File: src/rtl/ddr_lane_serializer.sv
module ddr_lane_serializer #(
  parameter int LANES = 4,
  parameter int MAXW  = 20,
  parameter int MINW  = 12,
  parameter int CW    = $clog2(MAXW + 1)
) (
  input  logic                  clk,
  input  logic                  rst_n,
  input  logic                  link_en,
  input  logic [1:0]            lane_sel,
  input  logic [CW-1:0]         word_len,
  input  logic                  in_valid,
  output logic                  in_ready,
  input  logic [LANES*MAXW-1:0] in_data,
  output logic [LANES-1:0]      lane_out,
  output logic                  fwd_clk
);

  logic [LANES-1:0][MAXW-1:0] sh;
  logic [CW-1:0]              cnt, len_q, len_eff;
  logic [LANES-1:0]           act_q, cfg_mask;
  logic                       busy, last, accept;

  assign len_eff = (word_len < CW'(MINW)) ? CW'(MINW) :
                   (word_len > CW'(MAXW)) ? CW'(MAXW) : word_len;

  for (genvar k = 0; k < LANES; k++) begin : g_lane
    assign cfg_mask[k] = (int'(lane_sel) + 2) > k;
    assign lane_out[k] = busy & act_q[k] & sh[k][MAXW-1];
  end

  assign last     = busy && (cnt == '0);
  assign in_ready = link_en && (!busy || last);
  assign accept   = in_valid && in_ready;

  always_ff @(posedge clk or negedge rst_n) begin
    if (!rst_n) begin
      busy  <= 1'b0;
      cnt   <= '0;
      len_q <= CW'(MINW);
      act_q <= '0;
    end else if (!link_en) begin
      busy <= 1'b0;
      cnt  <= '0;
    end else if (accept) begin
      busy  <= 1'b1;
      cnt   <= len_eff - CW'(1);
      len_q <= len_eff;
      act_q <= cfg_mask;
    end else if (busy) begin
      if (last) busy <= 1'b0;
      else      cnt  <= cnt - CW'(1);
    end
  end

  always_ff @(posedge clk or negedge rst_n) begin
    if (!rst_n) begin
      sh <= '0;
    end else begin
      for (int k = 0; k < LANES; k++) begin
        if (accept)    sh[k] <= in_data[k*MAXW +: MAXW] << (CW'(MAXW) - len_eff);
        else if (busy) sh[k] <= sh[k] << 1;
      end
    end
  end

  always_ff @(negedge clk or negedge rst_n) begin
    if (!rst_n)       fwd_clk <= 1'b0;
    else if (link_en) fwd_clk <= ~fwd_clk;
    else              fwd_clk <= 1'b0;
  end

  AST_IDLE_LANES_ZERO: assert property (@(posedge clk) disable iff (!rst_n)
    (lane_out & ~act_q) == '0);
  AST_CNT_IN_RANGE: assert property (@(posedge clk) disable iff (!rst_n)
    busy |-> (cnt < len_q));
  AST_CNT_STEP: assert property (@(posedge clk) disable iff (!rst_n)
    (link_en && busy && cnt != '0) |=> (busy && cnt == $past(cnt) - CW'(1)));
  AST_NO_EARLY_READY: assert property (@(posedge clk) disable iff (!rst_n)
    (busy && cnt != '0) |-> !in_ready);
  AST_FWD_TOGGLE: assert property (@(negedge clk) disable iff (!rst_n)
    ($past(rst_n) && $past(link_en)) |-> (fwd_clk != $past(fwd_clk)));
  AST_FWD_LOW: assert property (@(negedge clk) disable iff (!rst_n)
    ($past(rst_n) && !$past(link_en)) |-> !fwd_clk);
  AST_DISABLED_DROPS: assert property (@(posedge clk) disable iff (!rst_n)
    !link_en |=> (lane_out == '0));

endmodule

File: config.mk
export PLATFORM = sky130hd
export DESIGN_NAME = ddr_lane_serializer
export DESIGN_NICKNAME = d
export VERILOG_FILES = /design/src/rtl/ddr_lane_serializer.sv
export SDC_FILE = /design/constraint.sdc
export NUM_CORES = 1
export LEC_CHECK = 0
export CORE_MARGIN = 2
export CORE_UTILIZATION = 58
export DETAILED_ROUTE_END_ITERATION = 7
export PLACE_DENSITY = 0.82
export SYNTH_ARGS = -nofsm -noshare
export SYNTH_HDL_FRONTEND = slang
export SYNTH_SLANG_ARGS = --single-unit
export TNS_END_PERCENT = 1
File: constraint.sdc
create_clock -name clk -period 3.2 [get_ports clk]
set_clock_uncertainty 0.1 [all_clocks]
set_input_delay 0.48 -clock clk [delete_from_list [all_inputs] [get_ports clk]]
set_output_delay 0.48 -clock clk [all_outputs]
set_load 0.02 [all_outputs]
# Word-level counts from Yosys, hierarchy flattened
# Cells that the tools add are included.
totals:
  reg_bits: 91
  wordCells: 61
op_classes:
  add_sub_neg: 4
  magnitude_cmp: 6
  n_eq_ne: 2
  shifts: 4
  n_mux: 19
  bitwise: 9
  reduce_logical: 9
op_table:
  columns: ["operator", "count"]
  rows:
  - ["$mux 20", 8]
  - ["$shl 20x5->20", 4]
  - ["$gt 32x1->1 const B", 1]
  - ["$gt 32x2->1 const B", 1]
  - ["$gt 32x3->1 const B", 1]
  - ["$mux 5", 6]
  - ["$sub 5x1->5 const B", 2]
  - ["$and 1x1->1", 8]
  - ["$gt 5x5->1 const B", 1]
  - ["$logic_not 5->1", 1]
  - ["$lt 5x4->1 const B", 1]
  - ["$mux 1", 5]
  - ["$sub 5x5->5 const A", 1]
  - ["$reduce_and 2->1", 2]
  - ["$add 2x2->3 const B", 1]
  - ["$gt 3x2->1 const B", 1]
  - ["$logic_and 1x1->1", 3]
  - ["$ne 3x1->1 const B", 1]
  - ["$ne 3x2->1 const B", 1]
  - ["$reduce_bool 2->1", 1]
  - ["$logic_not 1->1", 1]
  - ["$logic_or 1x1->1", 1]
  - ["$not 1->1", 1]

# Depth between registers and ports, before layout
depth:
  depth_word: 7
  mapped_depth: 15
  mapped_depth_nobuf: 10

==> impl_metrics.py <==
metrics = {
    "run_status": {
        "outcome": "finished, final reports clean",
    },
    "routing": {
        "ant_nets": 0,
        "dr_total_vias": 10900,
        "wl_per_cell_um": 27.6,
        "drt_wl_total_um": 39600,
        "drt_iter0_markers": 1796,
        "drc": 0,
        "viasPerCell": 7.55,
        "dr.pass1.iters": 6,
    },
    "clock_tree": {
        "post_cts_buffers": 0,
        "root_buffer": "clkbuf_16",
        "clk_pin_slew_worst_paths_ns": 0.07,
        "htreeDepth": 3,
        "cts_max_path_buffers": 2,
        "cts_tree": "done",
        "clk_latency_ns": 0.36,
        "clock_sinks": 91,
        "cts_made_buffers": 9,
    },
    "power": {
        "internal-power_mw": 3.10,
        "swShare_pct": 40.4,
        "p_sw_mw": 2.09,
        "seq_power_share_pct": 33.2,
        "pwr-share-comb_pct": 46.8,
        "power.density_nw_per_um2": 461,
        "ir_worst_vdd_mv": 0.440,
        "power_frac_clock_pct": 20.0,
        "leakage_nw": 4.70,
    },
    "logic_synthesis": {
        "avgSynthCellArea_um2": 8.28,
        "synth-async-reset-ratio_pct": 100,
        "ys_seq_area_share_pct": 26.2,
        "synth_cell_type_count": 82,
        "synth_warnings": 0,
        "ys_ff_latch": 91,
        "synthFlopType": "dfrtp_1",
        "synth_edf_count": 0,
        "netlist_area_um2": 8700,
        "netlist_instances": 1051,
        "syn-num-nets": 1144,
    },
    "grt": {
        "antenna_found_initial": 1,
        "grt_pass1_wl_um": 60500,
        "grt_pass1_vias": 10400,
        "grt_max_degree": 57,
        "grt.total_usage_pct": 49.2,
        "grt_overflow": 0,
    },
    "final_layout": {
        "area_delta_synth_final_pct": 29.5,
        "fillers": 1113,
        "final_common_cell": "buf_4",
        "diodes": 0,
        "layout-drive-gt1-share_pct": 21.5,
        "layout_common_cells": "buf_4, nand2_1, clkdlybuf4s50_1",
        "multi_input_area_um2": 5940,
        "fin_area_um2": 11300,
        "utilization_pct": 77.2,
        "nets": 1341,
        "seq_area_um2": 2280,
    },
    "worst_setup_path": {
        "endpoint_kind": "flip-flop",
        "path_max_fanout": 9,
        "start_kind": "input pin",
        "critical_path_arrival_ns": 3.34,
        "cp.required_ns": 3.40,
        "critical_path_class": "in -> reg",
    },
    "sta": {
        "fmaxAchievable_ghz": 0.318,
        "relSlewSlack_pct": 50.4,
        "tightest_slew_ns": 0.745,
        "fin_crit_sh_pct": 98.2,
        "slew_viol_final": 0,
        "setup_viol_count_final": 0,
        "rsz0062_at_grt": "no",
        "fin_crit_ns": 3.14,
        "hold_slack_ns": 0.0723,
        "finalHoldViolCount": 0,
    },
    "floorplan": {
        "dieWidth_um": 126,
        "ios": 97,
        "rows": 44,
        "die_area_um2": 16000,
        "initial_core_util_pct": 59.6,
        "die_y_um": 126,
        "core_um2": 14600,
    },
    "flow_run": {
        "drv_cap": 0,
    },
    "place": {
        "place_area_um2": 11000,
        "detailed_place_hpwl_um": 29800,
        "port_buffers": 96,
        "gp_congestion": 1.11,
    },
    "worst_hold_path": {
        "hp-class": "in -> async",
    },
}
==> power groups by stage <==
| stage | Clock (mW) | Combinational, mW | Sequential [mW] |
|---|---|---|---|
| 2_1_floorplan | 0 | 1.36 | 1.64 |
| 3_3_place_gp | 0 | 2.27 | 1.71 |
| 5_1_grt | 1.07 | 2.55 | 1.75 |
| 3_5_place_dp | 0 | 2.31 | 1.72 |
| 6_report | 1.04 | 2.43 | 1.72 |
| 4_1_cts | 1.02 | 2.32 | 1.70 |
==> cell usage after synthesis, drive strengths merged, types with 5 or more instances <==
| master | count | area share [%] |
|---|---|---|
| nand2 | 94 | 4.2 |
| nor4b | 7 | 0.70 |
| a31oi | 21 | 1.5 |
| o211a | 6 | 0.69 |
| o32ai | 9 | 0.91 |
| o211ai | 29 | 2.5 |
| mux2 | 15 | 1.9 |
| clkbuf | 55 | 2.4 |
| a221o | 14 | 1.6 |
| nor4bb | 5 | 0.58 |
| o32a | 6 | 0.69 |
| a21oi | 79 | 4.6 |
| xnor2 | 5 | 0.50 |
| a21boi | 11 | 0.95 |
| mux4 | 13 | 3.4 |
| a22oi | 15 | 1.3 |
| a211oi | 16 | 1.4 |
| o21ai | 86 | 4.9 |
| a32o | 15 | 1.7 |
| and3 | 24 | 1.7 |
| mux2i | 66 | 7.6 |
| a2111oi | 5 | 0.58 |
| buf | 50 | 3.1 |
| nand2b | 7 | 0.50 |
| nor3 | 18 | 1.1 |
| and2 | 10 | 0.72 |
| o21a | 15 | 1.3 |
| nand3 | 31 | 1.8 |
| inv | 13 | 0.56 |
| nor2b | 14 | 1.0 |
| a21o | 12 | 1.0 |
| o2111ai | 6 | 0.60 |
| a221oi | 9 | 0.91 |
| a22o | 9 | 0.91 |
| dfrtp | 90 | 26 |
| a211o | 7 | 0.70 |
| o221ai | 10 | 1.0 |
| o22ai | 40 | 2.9 |
| a32oi | 15 | 1.5 |
| nor2 | 45 | 2.0 |
==> cell families (layout without fill, tap and decap cells) <==
family	count (synthesis)	after routing	share of synthesized area [%]
compound gates	463	463	37.6
simple gates	278	278	16.5
buf+inv	118	320	6.01
mux	94	94	12.9
flops	91	91	26.2
xor+xnor	5	5	0.503
fa+ha+maj	2	2	0.288
==> stage by stage <==
stage	setup TNS [ns]	worst slack (ns)	total power, mW	instances
detailed placement	-4.80	-0.267	4.03	1421
floorplan	-0.0102	-0.00793	2.99	1051
global route	0	0.000483	5.37	1437
finish	0	0.0563	5.19	1437
global placement	-2.60	-0.149	3.97	1421
CTS	0	0.0823	5.04	1437
==> what timing repair did <==
action                                 CTS  global route
resized for setup                        4             4
endpoints found under the hold margin    0             0
setup endpoints to repair                1             8
hold buffers                             0             0
==> registers in the layout, indices dropped and copies added, names as in the netlist <==
| signal | count |
|---|---|
| sh | 80 |
| cnt | 5 |
| act_q | 4 |
| busy | 1 |
| fwd_clk | 1 |
==> worst max-delay path: stages <==
cell	delay, ns
clkdlybuf4s50_1	0.50
and3b_1	0.24
o21ai_0	0.26
ha_2	0.27
buf_4	0.20
o21ai_1	0.12
buf_4	0.16
nor2_2	0.16
nand2_1	0.20
a21oi_1	0.45
buf_4	0.19
a211o_1	0.08
==> final timing paths <==
check / endpoint / from / slack, ns / depth (start not counted)
max: sh[64]$_DFFE_PN0P_ / word_len[2] / 0.06 / 12
min: sh[76]$_DFFE_PN0P_ / rst_n / 0.07 / 2
max reg2reg: sh[64]$_DFFE_PN0P_ / cnt[3]$_DFFE_PN0P_ / 0.52 / 7
min reg2reg: fwd_clk$_DFF_NN0_ / fwd_clk$_DFF_NN0_ / 0.27 / 1
max in group asynchronous: fwd_clk$_DFF_NN0_ / rst_n / 1.60 / 1
min in group clk: fwd_clk$_DFF_NN0_ / fwd_clk$_DFF_NN0_ / 0.27 / 1
==> layout make-up <==
class                      count  share of cell area, %
clock inverter                 6                  0.433
sequential                    91                   20.2
tap                          184                   2.04
inverter                      13                  0.433
timing repair buffer         291                   22.1
clock buffer                  10                   2.03
multi-input combinational    842                   52.8
==> metal layers <==
layer | vias up | wire, µm | GRT usage [%]
li1 | 4550 | - | -
met1 | 5091 | 14100 | 62.7
met2 | 961 | 17600 | 76.7
met3 | 252 | 4900 | 11.3
met4 | 0 | 3030 | 29.0
met5 | - | 0 | 0
No activity file was read; power rests on OpenSTA's default activity.
